[src/rtl/tmr_pkg.sv]
package tmr_pkg;
  localparam int SRC_W  = 2;
  localparam int DIV_W  = 2;
  localparam int PRE_W  = (1 << DIV_W) - 1;
  localparam int SRC_LSB  = 0;
  localparam int DIV_LSB  = 2;
  localparam int MODE_LSB = 4;
  localparam int CLR_BIT  = 6;
  localparam int IE_BIT   = 7;
  localparam int FLAG_BIT = 8;
  localparam logic ADDR_CTRL = 1'b0;
  localparam logic ADDR_PER  = 1'b1;

  typedef enum logic [1:0] {
    MODE_STOP = 2'd0,
    MODE_UP   = 2'd1,
    MODE_CONT = 2'd2,
    MODE_TRI  = 2'd3
  } tmr_mode_e;

  typedef struct packed {
    logic [SRC_W-1:0] src;
    logic [DIV_W-1:0] div;
    tmr_mode_e        mode;
    logic             ie;
  } tmr_ctrl_t;

  // prescaler terminal value for a divide-by-2^d setting
  function automatic logic [PRE_W-1:0] div_limit(input logic [DIV_W-1:0] d);
    return PRE_W'((1 << d) - 1);
  endfunction
endpackage

[src/rtl/tmr_regs.sv]
module tmr_regs
  import tmr_pkg::*;
#(
  parameter int CNT_W = 16
) (
  input  logic             clk,
  input  logic             rst_n,
  input  logic             wr_en,
  input  logic             wr_addr,
  input  logic [CNT_W-1:0] wr_data,
  input  logic             evt,
  output tmr_ctrl_t        ctrl_q,
  output logic [CNT_W-1:0] period_q,
  output logic             clr_cmd,
  output logic             flag_q
);
  logic ctrl_wr;
  logic per_wr;

  assign ctrl_wr = wr_en && (wr_addr == ADDR_CTRL);
  assign per_wr  = wr_en && (wr_addr == ADDR_PER);
  // the clear bit is a command only; it is never stored
  assign clr_cmd = ctrl_wr && wr_data[CLR_BIT];

  always_ff @(posedge clk or negedge rst_n) begin
    if (!rst_n) begin
      ctrl_q <= '0;
    end else if (ctrl_wr) begin
      ctrl_q.src  <= wr_data[SRC_LSB +: SRC_W];
      ctrl_q.div  <= wr_data[DIV_LSB +: DIV_W];
      ctrl_q.mode <= tmr_mode_e'(wr_data[MODE_LSB +: 2]);
      ctrl_q.ie   <= wr_data[IE_BIT];
    end
  end

  always_ff @(posedge clk or negedge rst_n) begin
    if (!rst_n) period_q <= '0;
    else if (per_wr) period_q <= wr_data;
  end

  // a zero-return event wins over a software write of the flag
  always_ff @(posedge clk or negedge rst_n) begin
    if (!rst_n) flag_q <= 1'b0;
    else if (evt) flag_q <= 1'b1;
    else if (ctrl_wr) flag_q <= wr_data[FLAG_BIT];
  end
endmodule

[src/rtl/tmr_prescale.sv]
module tmr_prescale
  import tmr_pkg::*;
#(
  parameter int NUM_SRC = 4
) (
  input  logic               clk,
  input  logic               rst_n,
  input  logic [NUM_SRC-1:0] clk_en,
  input  logic [SRC_W-1:0]   src,
  input  logic [DIV_W-1:0]   div,
  input  logic               run,
  input  logic               clr,
  output logic               tick
);
  logic [NUM_SRC-1:0] pick;
  logic               sel_en;
  logic [PRE_W-1:0]   pcnt;
  logic [PRE_W-1:0]   limit;
  logic               at_lim;

  for (genvar g = 0; g < NUM_SRC; g++) begin : g_pick
    assign pick[g] = clk_en[g] && (src == SRC_W'(g));
  end

  assign sel_en = |pick;
  assign limit  = div_limit(div);
  assign at_lim = (pcnt >= limit);
  assign tick   = run && sel_en && at_lim;

  always_ff @(posedge clk or negedge rst_n) begin
    if (!rst_n) pcnt <= '0;
    else if (clr) pcnt <= '0;
    else if (run && sel_en) pcnt <= at_lim ? '0 : pcnt + 1'b1;
  end
endmodule

[src/rtl/tmr_counter.sv]
module tmr_counter
  import tmr_pkg::*;
#(
  parameter int CNT_W = 16
) (
  input  logic             clk,
  input  logic             rst_n,
  input  logic             tick,
  input  logic             clr,
  input  tmr_mode_e        mode,
  input  logic [CNT_W-1:0] period,
  output logic [CNT_W-1:0] count,
  output logic             period_hit,
  output logic             evt
);
  typedef struct packed {
    logic [CNT_W-1:0] cnt;
    logic             dn;
    logic             zret;
  } step_t;

  // one counting step for the given mode
  function automatic step_t step_fn(input logic [CNT_W-1:0] c,
                                    input logic [CNT_W-1:0] p,
                                    input logic d, input tmr_mode_e m);
    step_t s;
    s.cnt = c; s.dn = d; s.zret = 1'b0;
    case (m)
      MODE_UP: begin
        s.dn = 1'b0;
        if (c >= p) begin s.cnt = '0; s.zret = 1'b1; end
        else s.cnt = c + 1'b1;
      end
      MODE_CONT: begin
        s.dn   = 1'b0;
        s.cnt  = c + 1'b1;
        s.zret = (c == {CNT_W{1'b1}});
      end
      MODE_TRI: begin
        if (!d) begin
          if (c >= p) begin
            s.dn  = 1'b1;
            s.cnt = (c == '0) ? '0 : c - 1'b1;
          end else s.cnt = c + 1'b1;
        end else if (c <= CNT_W'(1)) begin
          s.cnt = '0; s.dn = 1'b0; s.zret = 1'b1;
        end else s.cnt = c - 1'b1;
      end
      default: ;
    endcase
    return s;
  endfunction

  logic  dn_q;
  step_t nxt;

  assign nxt        = step_fn(count, period, dn_q, mode);
  assign evt        = tick && !clr && nxt.zret;
  assign period_hit = tick && (count == period);

  always_ff @(posedge clk or negedge rst_n) begin
    if (!rst_n) begin
      count <= '0;
      dn_q  <= 1'b0;
    end else if (clr) begin
      count <= '0;
      dn_q  <= 1'b0;
    end else if (tick) begin
      count <= nxt.cnt;
      dn_q  <= nxt.dn;
    end
  end
endmodule

[src/rtl/tmr_core.sv]
module tmr_core
  import tmr_pkg::*;
#(
  parameter int CNT_W   = 16,
  parameter int NUM_SRC = 1 << SRC_W
) (
  input  logic               clk,
  input  logic               rst_n,
  input  logic [NUM_SRC-1:0] clk_en,
  input  logic               wr_en,
  input  logic               wr_addr,
  input  logic [CNT_W-1:0]   wr_data,
  output logic [CNT_W-1:0]   count,
  output logic               period_hit,
  output logic               flag,
  output logic               irq
);
  tmr_ctrl_t        ctrl_q;
  logic [CNT_W-1:0] period_q;
  logic             clr_cmd;
  logic             tick;
  logic             evt;
  logic             run;
  tmr_mode_e        cur_mode;
  logic [SRC_W-1:0] cur_src;

  assign cur_mode = ctrl_q.mode;
  assign cur_src  = ctrl_q.src;
  assign run      = (cur_mode != MODE_STOP);

  tmr_regs #(.CNT_W(CNT_W)) u_regs (
    .clk(clk), .rst_n(rst_n), .wr_en(wr_en), .wr_addr(wr_addr),
    .wr_data(wr_data), .evt(evt), .ctrl_q(ctrl_q), .period_q(period_q),
    .clr_cmd(clr_cmd), .flag_q(flag)
  );

  tmr_prescale #(.NUM_SRC(NUM_SRC)) u_pre (
    .clk(clk), .rst_n(rst_n), .clk_en(clk_en), .src(cur_src),
    .div(ctrl_q.div), .run(run), .clr(clr_cmd), .tick(tick)
  );

  tmr_counter #(.CNT_W(CNT_W)) u_cnt (
    .clk(clk), .rst_n(rst_n), .tick(tick), .clr(clr_cmd), .mode(cur_mode),
    .period(period_q), .count(count), .period_hit(period_hit), .evt(evt)
  );

  assign irq = flag && ctrl_q.ie;
endmodule

[config.mk]
export PLATFORM = sky130hd
export DESIGN_NAME = tmr_core
export DESIGN_NICKNAME = d
export VERILOG_FILES = /design/src/rtl/tmr_pkg.sv /design/src/rtl/tmr_regs.sv /design/src/rtl/tmr_prescale.sv /design/src/rtl/tmr_counter.sv /design/src/rtl/tmr_core.sv
export SDC_FILE = /design/constraint.sdc
export NUM_CORES = 1
export LEC_CHECK = 0
export BUFFER_PORTS_ARGS = -buffer_cell sky130_fd_sc_hd__buf_2
export CORE_AREA = 2 2 80 82
export DETAILED_ROUTE_END_ITERATION = 8
export DIE_AREA = 0 0 82 84
export PLACE_DENSITY = 0.75
export SLEW_MARGIN = 10
export SYNTH_ARGS = -nofsm -noshare
export SYNTH_HDL_FRONTEND = slang
export SYNTH_SLANG_ARGS = --single-unit
[constraint.sdc]
create_clock -name clk -period 3.6 [get_ports clk]
set_input_delay 1.08 -clock clk [delete_from_list [all_inputs] [get_ports clk]]
set_output_delay 1.08 -clock clk [all_outputs]
set_load 0.05 [all_outputs]
== Word-level counts from Yosys, hierarchy flattened ==
Cells that the tools add are included.

* Register bits: 44
* Input bits: 24
* Word-level logic and storage cells: 67

* $add $sub $neg: 4
* Magnitude comparators: 3
* Equality and inequality tests: 8
* Shift-type cells: 1
* Muxes and demuxes: 18
* Bitwise logic cells: 1
* Reductions and logical operators: 23

{| class="wikitable"
|+ Operator list
! cell !! count
|-
| 16-bit two-way mux || 6
|-
| 18-bit case mux with 3 select lines || 1
|-
| 17-bit two-way mux || 1
|-
| 16-bit by 1-bit adder with 16-bit output, second input constant || 1
|-
| 16-bit == test || 1
|-
| 16-bit == test, second input constant || 1
|-
| 16-bit >= comparator || 1
|-
| 16-bit by 1-bit less-or-equal comparator with 1-bit output, second input constant || 1
|-
| 16-bit zero test || 1
|-
| 16-bit by 1-bit subtractor with 16-bit output, second input constant || 1
|-
| 1-bit logical AND || 13
|-
| 3-bit two-way mux || 3
|-
| 2-bit == test, second input constant || 4
|-
| 2-bit nonzero test || 4
|-
| 1-bit two-way mux || 6
|-
| 2-bit by 1-bit == test with 1-bit output, second input constant || 2
|-
| 4-bit nonzero test || 1
|-
| 4-bit OR reduction || 1
|-
| 3-bit by 1-bit adder with 3-bit output, second input constant || 1
|-
| 3-bit >= comparator || 1
|-
| 1-bit by 2-bit left shift with 3-bit output, first input constant || 1
|-
| 3-bit by 2-bit subtractor with 3-bit output, second input constant || 1
|-
| 2-bit zero test || 1
|-
| 2-bit two-way mux || 1
|-
| 3 further kinds || 3
|}

== Depth between registers and ports, before layout ==
Gate-level depths: netlist (run 1).

* Depth after elaboration: 8
* Mapped depth: 11
* Mapped depth without buffers: 9

== Modules after synthesis ==
From an unflattened synthesis (run 1), not the netlist that was laid out.

* Cells, all modules: 367
* Area total of the unflattened synthesis: 3432.0 µm²

{| class="wikitable"
|+ Modules (own cells, without submodules)
! module !! instances !! cells each !! area an instance (µm²)
|-
| tmr_counter || 1 || 278 || 2139.6
|-
| tmr_regs || 1 || 56 || 997.2
|-
| tmr_prescale || 1 || 31 || 282.8
|-
| tmr_core || 1 || 2 || 12.5
|}

== Worst setup path after synthesis (run 1) ==
No wires, ideal clock.

* Path type: input-to-output
* Start: input clk_en[1]
* End: output period_hit
* Arrival: 2.969 ns
* Data required time: 2.520 ns
* Slack: -0.449 ns
* Stages: 5
* Path buffers: 1
* Path through: mux4_2 o21ai_0 nand2b_1 clkbuf_1 nor3_1

* Cells in the longest elaborated chain, start to end: 5

{| class="wikitable"
|+ Ends and longest elaborated chain
! element !! RTL line !! source
|-
| start, declared || tmr_core.sv:9 || <nowiki>input logic [NUM_SRC-1:0] clk_en,</nowiki>
|-
| 1-bit logical AND || tmr_prescale.sv:22 || <nowiki>assign pick[g] = clk_en[g] && (src == SRC_W'(g));</nowiki>
|-
| 4-bit OR reduction || tmr_prescale.sv:25 || <nowiki>assign sel_en = |pick;</nowiki>
|-
| 1-bit logical AND (2 in series) || tmr_prescale.sv:28 || <nowiki>assign tick = run && sel_en && at_lim;</nowiki>
|-
| 1-bit logical AND || tmr_counter.sv:59 || <nowiki>assign period_hit = tick && (count == period);</nowiki>
|-
| end, declared || tmr_core.sv:14 || <nowiki>output logic period_hit,</nowiki>
|}

Every way passes these cells.

== Final worst setup path (run 1) ==
* Start: register u_cnt.count[15]
* End: output period_hit

* Cells in the longest elaborated chain, start to end: 2

{| class="wikitable"
|+ Ends and longest elaborated chain
! element !! RTL line !! source
|-
| start, declared || tmr_counter.sv:12 || <nowiki>output logic [CNT_W-1:0] count,</nowiki>
|-
| start signal, assigned || tmr_counter.sv:69 || <nowiki>count <= nxt.cnt;</nowiki>
|-
| 16-bit == test || tmr_counter.sv:59 ||
|-
| 1-bit logical AND || tmr_counter.sv:59 ||
|}

Every way passes these cells.

==> summary.md, run 1 <==
| Metric | Value |
|---|---|
| Status | complete, no violations |
| Unrepaired setup endpoints after global routing | no |
| Gr usage total | 0.262 |
| Most numerous cell in the Yosys netlist | dfrtp_1 |
| Area leader, netlist | dfrtp_1 |
| Crit start category | register |
| Sequential area share after synthesis | 0.346 |
| Syn Nets | 404 |
| Pleak | 1.64 nW |
| Minimum clock period | 3.39 ns |
| Root Buffer | clkbuf_8 |
| Initial antenna violation count | 0 |
| Synth async-reset ratio | 1.00 |
| CP Launch Point | u_cnt.count[15] |
| CTS buffer count | 5 |
| Synthesized cell area | 3180 um2 |
| Critical Path Sink Type | output pin |
| CTS tree | built |
| Worst R2R Path Depth | 8 |
| Core region area | 6100 um2 |
| Final hold viol count | 0 |
| Gpl congestion | 0.873 |
| Area after DPL | 3500 um2 |
| Clk buf depth | 2 |
| Place WS | 0.305 ns |
| Kind of critical path | register to output pin |
| Hold_buf cts | 0 |
| Tot Pwr | 0.00217 W |
| R2R Setup Slk | 0.35 ns |
| Die span in y | 84 um |
| H-tree depth | 2 |
| Std cell rows | 29 |
| Worst-path clk slew | 0.09 ns |
| DPL Wire Length | 5940 um |
| Post-layout net count | 446 |
| Worst Hold Class | register to register |
| Area share of the leading cell type in the synthesized netlist | 0.346 |
| Largest net degree at the start of global routing | 45 |
| Final instance area | 3630 um2 |
| Post-synthesis cell type count | 55 |
| Ratio of cells with drive above 1 in the final layout | 0.241 |
| Routed Antenna Nets | 0 |
| Setup Viol. Count Final | 0 |
| Max frequency | 295 MHz |
| Peak VDD IR | 0.350 mV |
| Fin crit share | 0.941 |
| Worst Clk Skew | 0.00910 ns |
| Routed len/inst | 17.3 um |
| DRC viols | 0 |
| First-pass GRT wire length | 14,000 um |
| DRC violation total after the first TritonRoute iteration | 357 |
| CTS Sinks | 44 |
| Cell count after synthesis | 356 |
| Synth Flop Type | dfrtp_1 |
| Post-placement cell count | 468 |
| Final wirelength | 8200 um |
| Worst r2r src | u_cnt.count[15] |
| Worst setup path end | period_hit |
| Drt first pass iters | 5 |
| Seq cells post-synth | 44 |
| Starting Density | 0.522 |
| CP required | 2.52 ns |
| Vias in the first global route | 2,892 |
| Avg Cell Area, Syn | 8.93 um2 |
| ANT cells | 0 |
| Via count | 2,919 |
| Synthesis-to-finish area growth | 14.2% |
| Crit Path Max Fanout | 7 |
| Worst r2r dst | u_cnt.count[13] |
| Chip Width | 82 um |
| DIE AREA | 6890 um2 |
| I/O Pins | 43 |
| Largest cells by area after synthesis | dfrtp_1, ha_1, mux2_2 |
| Worst Tran Pin Value | 0.964 ns |
| Synth warn | 0 |
| Via density | 6.15 |
| Port bufs | 42 |
| Power density over the cells | 596 nW/um2 |
| Setup ws final | 0.213 ns |
| Maxcap violations | 0 |
| WP data arrival | 2.31 ns |
| Relative slew slack | 0.357 |
| Worst-Skew Late Latency | 0.30 ns |
| Max-slew violations | 0 |
| Remaining Overflow, GRT | 0 |
| Post-synth EDFFs | 0 |
| Post-synth top cells | dfrtp_1, nand2_1, a21oi_1, ha_1, inv_1 |
| Final Non-Filler Cells | 475 |
| Setup TNS | 0 ns |
[worst min path at each step]
stage | startpoint | endpoint | depth (start not counted)
after floorplan | u_regs.ctrl_q[0] | u_regs.ctrl_q[0] | 1
after global placement | u_regs.ctrl_q[0] | u_regs.ctrl_q[0] | 1
after detailed placement | u_regs.period_q[3] | u_regs.period_q[3] | 1
after CTS | u_regs.period_q[3] | u_regs.period_q[3] | 1
after global routing | u_regs.period_q[7] | u_regs.period_q[7] | 1
final | u_regs.period_q[3] | u_regs.period_q[3] | 1
[per-stage QoR]
step | hold WS, ns | utilization
floorplan | 0.472 | -
global placement | 0.481 | 0.574
detailed placement | 0.496 | 0.574
CTS | 0.514 | 0.595
global route | 0.537 | 0.596
finish | 0.516 | 0.596
[critical path, stage by stage, from the launching register on]
cell and delay, ns:
dfrtp_1 0.46, ha_1 0.34, nand4_1 0.14, or4_4 0.61, nor3_4 0.17, buf_2 0.28
[registers in the layout, summed over array words and instances, names as in the netlist]
register and flops:
u_cnt.count 16, u_cnt.dn_q 1, u_pre.pcnt 3, u_regs.ctrl_q 7, u_regs.flag_q 1, u_regs.period_q 16
[kinds of logic after synthesis]
logic type / Yosys count / synth area share
simple gates: 131 / 0.220
compound gates: 88 / 0.191
buf+inv: 44 / 0.0586
flops: 44 / 0.346
mux: 24 / 0.0877
fa+ha+maj: 24 / 0.0944
xor+xnor: 1 / 0.00275
[cell usage in the layout (no fill, tap or decap), drive strengths merged, types with 6 or more instances in the layout]
cell    count
buf        55
dfrtp      44
nand2      29
inv        24
a21oi      24
ha         24
mux2       21
nor2       21
o21ai      20
nor3       19
nand3      14
and3        8
or3         7
a211oi      7
nand4       6
o32ai       6
nor4        6
[final cells by class]
| type | count | area, um2 |
|---|---|---|
| Clock buffer | 5 | 68.8 |
| Clock inverter | 2 | 60.1 |
| Fill cell | 545 | 2460 |
| Inverter | 24 | 90.1 |
| Multi-Input combinational cell | 268 | 1910 |
| Sequential cell | 44 | 1100 |
| Tap cell | 77 | 96.3 |
| Timing Repair Buffer | 55 | 308 |
[report_power, final]
part	switching (W)	total (W)	internal, W
sequential	0.000112	0.000690	0.000578
clock	0.000177	0.000451	0.000273
combinational	0.000660	0.00102	0.000365
[layer usage]
layer	up-vias	track usage	part of all wire	wire [um]
met5	-	0	0	0
met1	1399	0.348	0.43	3510
met3	10	0.0444	0.056	456
met4	0	0.0773	0.013	105
met2	106	0.434	0.50	4120
li1	1404	-	-	-
[what timing repair did]
item | in CTS | in global routing
endpoints found under the setup margin | 0 | 1
buffers inserted | 0 | 0
gates resized for setup | 0 | 1
Power figures use the tool's default switching activity.
==> run 2: changes to the inputs <==
Settings changed: CORE_AREA 2 2 80 82 to 2 2 82 84, CTS_BUF_LIST from default to sky130_fd_sc_hd__clkbuf_4 sky130_fd_sc_hd__clkbuf_8 sky130_fd_sc_hd__clkbuf_16, DIE_AREA 0 0 82 84 to 0 0 84 86, PLACE_DENSITY 0.75 to 0.76, SYNTH_HIERARCHICAL from default to 1.
Clock period 3.6 ns to 4.4 ns, I/O delays scaled along.
==> run 2 against run 1 <==
- non-clock buffer count decreased by 9
- sequential power is 16% lower
- routed wire length is 0.48% higher
- largest cell class unchanged
==> summary.md, run 2 <==
| Metric | Value |
|---|---|
| Status | complete, no violations |
| DRC viols | 0 |
| Cell count after synthesis | 367 |
| Tot Pwr | 0.00159 W |
| Minimum clock period | 3.86 ns |
| DIE AREA | 7220 um2 |
| Worst r2r src | u_cnt/count[13] |
| Comb power frac | 0.466 |
| Vias in the first global route | 2,839 |
| Post-synth EDFFs | 0 |
| Net Sw Frac | 0.450 |
| Relative slew slack | 0.349 |
| Global Route met1 Usage | 0.324 |
| Worst R2R Path Depth | 8 |
| CTS tree | built |
| Ratio of cells with drive above 1 in the final layout | 0.255 |
| Sequential area share after synthesis | 0.321 |
| Worst r2r dst | u_cnt/count[3] |
| Worst-Skew Late Latency | 0.30 ns |
| Fin crit share | 0.877 |
| WHS Path Cells | 1 |
| H-tree depth | 2 |
| Filler Cell Count | 552 |
| Power density over the cells | 425 nW/um2 |
| Largest cells by area after synthesis | dfrtp_1, ha_1, mux2_4 |
| Pleak | 1.74 nW |
| Synthesized cell area | 3430 um2 |
| Max frequency | 259 MHz |
| Core region area | 6280 um2 |
| Commonest cells after routing, fill and taps aside | dfrtp_1, buf_2, nand2_1 |
| CTS resizes | 0 |
| Peak VDD IR | 0.283 mV |
| Grt peak-use layer | met2 |
| Most numerous cell in the Yosys netlist | dfrtp_1 |
| Routed Antenna Nets | 0 |
| CP Launch Point | u_cnt/count[13] |
| Hold WS | 0.508 ns |
| Flop pwr share | 0.366 |
| Crit Path Max Fanout | 8 |
| Gr usage total | 0.236 |
| Die span in y | 86 um |
| DPL Wire Length | 5970 um |
| Setup TNS | 0 ns |
| Area share of the leading cell type in the synthesized netlist | 0.321 |
| Worst Tran Pin Value | 0.976 ns |
| Starting Density | 0.547 |
| ANT cells | 0 |
| WP data arrival | 2.54 ns |
| Synth Flop Type | dfrtp_1 |
| Kind of critical path | register to output pin |
| GR Util met2 | 0.372 |
| Unrepaired setup endpoints after global routing | no |
| Clock power share | 0.168 |
| Post-synthesis cell type count | 73 |
| P_int | 0.000875 W |
| CP required | 3.08 ns |
| Chip Width | 84 um |
| Initial antenna violation count | 0 |
| Synth async-reset ratio | 1.00 |
| Area leader, netlist | dfrtp_1 |
| Synth warn | 6 |
| DRC violation total after the first TritonRoute iteration | 373 |
| Clk buf depth | 2 |
| Hold_buf cts | 0 |
| Worst setup path end | period_hit |
| Synthesis-to-finish area growth | 8.93% |
| Routed len/inst | 17.1 um |
| CTS Sinks | 44 |
| Final hold viol count | 0 |
| Post-synth top cells | dfrtp_1, nand2_1, nor2_1 |
| Setup Viol. Count Final | 0 |
| Largest net degree at the start of global routing | 45 |
| Psw | 0.000715 W |
| Avg Cell Area, Syn | 9.35 um2 |
| Root Buffer | clkbuf_8 |
| Seq cells post-synth | 44 |
| Remaining Overflow, GRT | 0 |
| Worst-path clk slew | 0.08 ns |
| Critical Path Sink Type | output pin |
| Crit start category | register |
| Syn Nets | 415 |
| GR Layer Usage met3 | 0.0664 |
| First-pass GRT wire length | 13,900 um |
| Worst Hold Class | register to register |
| Largest regs | u_cnt/count x16, u_regs/period_q x16, u_regs/ctrl_q x7 |
| Maxcap violations | 0 |
| Via count | 2,986 |
| Port bufs | 42 |
| Most common cell after layout, fill and taps aside | dfrtp_1 |
| Via density | 6.21 |
| Post-CTS Setup Inserts | 0 |
| Worst Clk Skew | 0.00748 ns |
| Drt first pass iters | 5 |
| Std cell rows | 29 |
| Post-layout net count | 451 |
| Final wirelength | 8240 um |
| R2R Setup Slk | 1.09 ns |
| Max-slew violations | 0 |
| Gpl congestion | 0.861 |
| I/O Pins | 43 |
| CTS buffer count | 5 |
==> run 2: changes by cell type after synthesis, moves of 4 or more <==
cell	before	now
buf_2	2	6
a21oi_1	24	17
and3_1	8	4
mux2_4	0	17
mux2_2	21	7
a221oi_1	4	0
nor3_1	19	7
a22o_1	0	5
o221ai_1	1	10
nor2_1	20	28
a211oi_1	7	2
clkbuf_1	15	3
==> run 2: critical path, cell delays in order, from the launching register on <==
cell	delay, ns
dfrtp_1	0.48
ha_1	0.34
nand4_1	0.25
nor4_1	0.65
and3_1	0.25
buf_2	0.26
==> run 2: layer usage <==
metal,share of wire,vias to the layer above
met3,0.083,8
met1,0.45,1412
met2,0.45,139
li1,-,1427
met4,0.0092,0
met5,0,-
==> run 2: final cells by class <==
type | instances | area (um2) | area share
Tap cell | 77 | 96.3 | 0.0258
Inverter | 28 | 105 | 0.0281
Sequential cell | 44 | 1100 | 0.295
Clock buffer | 6 | 82.6 | 0.0221
Timing Repair Buffer | 46 | 240 | 0.0643
Clock inverter | 2 | 10.0 | 0.00268
Multi-Input combinational cell | 278 | 2100 | 0.563
==> run 2: cells by family (layout without fill, tap and decap cells) <==
| family | Yosys count | in the layout | synth area share |
|---|---|---|---|
| flip-flops | 44 | 44 | 0.321 |
| XOR/XNOR | 2 | 2 | 0.00510 |
| AND/OR/NAND/NOR | 134 | 134 | 0.215 |
| buffers and inverters | 45 | 82 | 0.0663 |
| AO/OA/AOI/OAI | 91 | 91 | 0.199 |
| multiplexers | 27 | 27 | 0.106 |
| adder cells (fa/ha/maj) | 24 | 24 | 0.0875 |
==> run 2: worst min path at each step <==
stage	from	end	slack [ns]
after global placement	u_regs/period_q[12]	u_regs/period_q[12]	0.49
after detailed placement	u_regs/period_q[7]	u_regs/period_q[7]	0.49
after global routing	u_regs/period_q[12]	u_regs/period_q[12]	0.54
final	u_regs/period_q[13]	u_regs/period_q[13]	0.51
after CTS	u_regs/period_q[14]	u_regs/period_q[14]	0.52
after floorplan	u_regs/ctrl_q[0]	u_regs/ctrl_q[0]	0.47
==> run 2: power by group through the flow <==
stage | Sequential (W) | Combinational, W | Clock (W)
2_1_floorplan | 0.000627 | 0.000522 | 0
3_3_place_gp | 0.000588 | 0.000711 | 0
3_5_place_dp | 0.000588 | 0.000727 | 0
4_1_cts | 0.000580 | 0.000732 | 0.000275
5_1_grt | 0.000594 | 0.000815 | 0.000297
6_report | 0.000582 | 0.000740 | 0.000268
==> run 2: through the flow <==
step           setup WS (ns)  instance area (um2)  cells  utilization
6_report               0.543                 3740    481        0.596
5_1_grt                0.370                 3740    481        0.596
3_3_place_gp           0.717                 3650    473        0.581
4_1_cts                0.615                 3740    481        0.596
2_1_floorplan          0.804                 3430    367            -
3_5_place_dp           0.667                 3650    473        0.581
==> run 3: changes to the inputs <==
Settings changed: CORE_AREA 2 2 82 84 to 2 2 115 61, DIE_AREA 0 0 84 86 to 0 0 117 63.
==> run 3 against run 2 <==
- via count rose by 2.5%
- count of clock-buffer cells in the layout fell by 1
- clock skew fell by 0.00084 ns
- hold slack got worse by 0.0029 ns
- global-route usage rose by 3.9 points
- clock power rose by 65%
- sequential power rose by 2%
- fmax rose by 4.4%
- total power rose by 14%
- critical path type is now input pin to output pin
- highest routed layer unchanged
==> summary.md, run 3 (synthesis results as in run 2) <==
| Metric | Value |
|---|---|
| Via count | 3,060 |
| Core region area | 6440 um2 |
| First-pass GRT wire length | 15,300 um |
| Post-placement cell count | 489 |
| Starting Density | 0.533 |
| WP data arrival | 2.37 ns |
| Final instance area | 3840 um2 |
| Std cell rows | 21 |
| Fin crit share | 0.840 |
| Area of the multi-input gates | 2100 um2 |
| Final hold viol count | 0 |
| Minimum clock period | 3.69 ns |
| Most common cell after layout, fill and taps aside | dfrtp_1 |
| Status | complete, no violations |
| Drt first pass iters | 5 |
| CTS Sinks | 44 |
| Via density | 6.16 |
| Worst Tran Pin Value | 1.25 ns |
| Largest net degree at the start of global routing | 45 |
| Post-layout net count | 452 |
| Worst-path clk slew | 0.06 ns |
| DIE AREA | 7370 um2 |
| Post-CTS Setup Inserts | 0 |
| Routed Antenna Nets | 0 |
| Area after DPL | 3670 um2 |
| Hold_buf cts | 0 |
| Maxcap violations | 0 |
| Initial antenna violation count | 0 |
| Worst setup path end | period_hit |
| Root Buffer | clkbuf_16 |
| Clk buf depth | 2 |
| Ratio of cells with drive above 1 in the final layout | 0.257 |
| Port bufs | 42 |
| Kind of critical path | input pin to output pin |
| Relative slew slack | 0.164 |
| Final wirelength | 9410 um |
| I/O Pins | 43 |
| Filler Cell Count | 588 |
| H-tree depth | 2 |
| Worst r2r dst | u_cnt/count[7] |
| DPL Wire Length | 6960 um |
| Setup Viol. Count Final | 0 |
| Max-slew violations | 0 |
| Final Non-Filler Cells | 497 |
| Worst Hold Class | register to register |
| Power density over the cells | 470 nW/um2 |
| Max frequency | 271 MHz |
| Place WS | 0.690 ns |
| Gpl congestion | 0.968 |
| Crit Path Max Fanout | 6 |
| ANT cells | 0 |
| Remaining Overflow, GRT | 0 |
| CP required | 3.08 ns |
| CTS buffer count | 5 |
| CTS tree | built |
| Worst Clk Skew | 0.00664 ns |
| R2R Setup Slk | 0.89 ns |
| Setup ws final | 0.706 ns |
| Commonest cells after routing, fill and taps aside | dfrtp_1, buf_2, nand2_1 |
| CP Launch Point | clk_en[3] |
| Seq. cell area | 1100 um2 |
| Worst R2R Path Depth | 8 |
| Worst r2r src | u_cnt/count[0] |
| Gr usage total | 0.275 |
| Routed len/inst | 18.9 um |
| Synthesis-to-finish area growth | 12.0% |
| Crit start category | input pin |
| Critical Path Sink Type | output pin |
| Unrepaired setup endpoints after global routing | no |
| Setup TNS | 0 ns |
| DRC viols | 0 |
| Vias in the first global route | 2,844 |
| Chip Width | 117 um |
| Pleak | 1.78 nW |
| CTS resizes | 0 |
| Die span in y | 63 um |
| Largest regs | u_cnt/count x16, u_regs/period_q x16, u_regs/ctrl_q x7 |
| Peak VDD IR | 0.269 mV |
| Worst-Skew Late Latency | 0.30 ns |
| Core Util, Final | 0.597 |
| DRC violation total after the first TritonRoute iteration | 447 |
[run 3: changes by cell type in the layout (fill, tap and decap cells not counted)]
cell,before,now
clkbuf_8,6,0
buf_4,4,5
clkinv_2,2,0
bufinv_16,0,1
clkinvlp_4,0,1
inv_6,0,1
clkbuf_16,0,5
[run 3: worst min-delay path by stage]
stage | from | endpoint | slack, ns | cells after the start
detailed placement | u_regs/period_q[3] | u_regs/period_q[3] | 0.49 | 1
CTS | u_regs/period_q[1] | u_regs/period_q[1] | 0.51 | 1
global route | u_regs/period_q[1] | u_regs/period_q[1] | 0.52 | 1
floorplan | u_regs/ctrl_q[0] | u_regs/ctrl_q[0] | 0.47 | 1
finish | u_regs/period_q[1] | u_regs/period_q[1] | 0.51 | 1
global placement | u_regs/period_q[13] | u_regs/period_q[13] | 0.49 | 1
[run 3: final cells by class]
| cell class | instances | area share |
|---|---|---|
| inverter | 28 | 0.0273 |
| clock inverter | 3 | 0.0120 |
| sequential | 44 | 0.286 |
| timing repair buffer | 47 | 0.0645 |
| tap | 92 | 0.0299 |
| clock buffer | 5 | 0.0326 |
| multi-input combinational | 278 | 0.547 |
[run 3: metal layers]
metal | wire length, um | track usage | up-vias
met5 | 0 | 0 | -
met4 | 83 | 0.0588 | 0
met3 | 1240 | 0.112 | 11
met2 | 3420 | 0.325 | 178
met1 | 4670 | 0.446 | 1441
li1 | - | - | 1430
[run 3: through the flow]
stage               total power (W)  hold WS, ns
floorplan                   0.00115        0.473
global placement            0.00133        0.488
detailed placement          0.00134        0.492
CTS                         0.00179        0.508
global route                0.00193        0.522
finish                      0.00180        0.505
[run 3: report_power, final]
part	switching, W	internal, W	total [W]
Sequential	0.000122	0.000471	0.000593
Combinational	0.000490	0.000281	0.000771
Clock	0.000171	0.000270	0.000441
[run 3: worst max-delay path, cell delays in order]
cell	delay [ns]
buf_2	0.07
mux2i_1	0.08
o22ai_2	0.25
nor2b_1	0.23
and3_1	0.17
buf_2	0.25
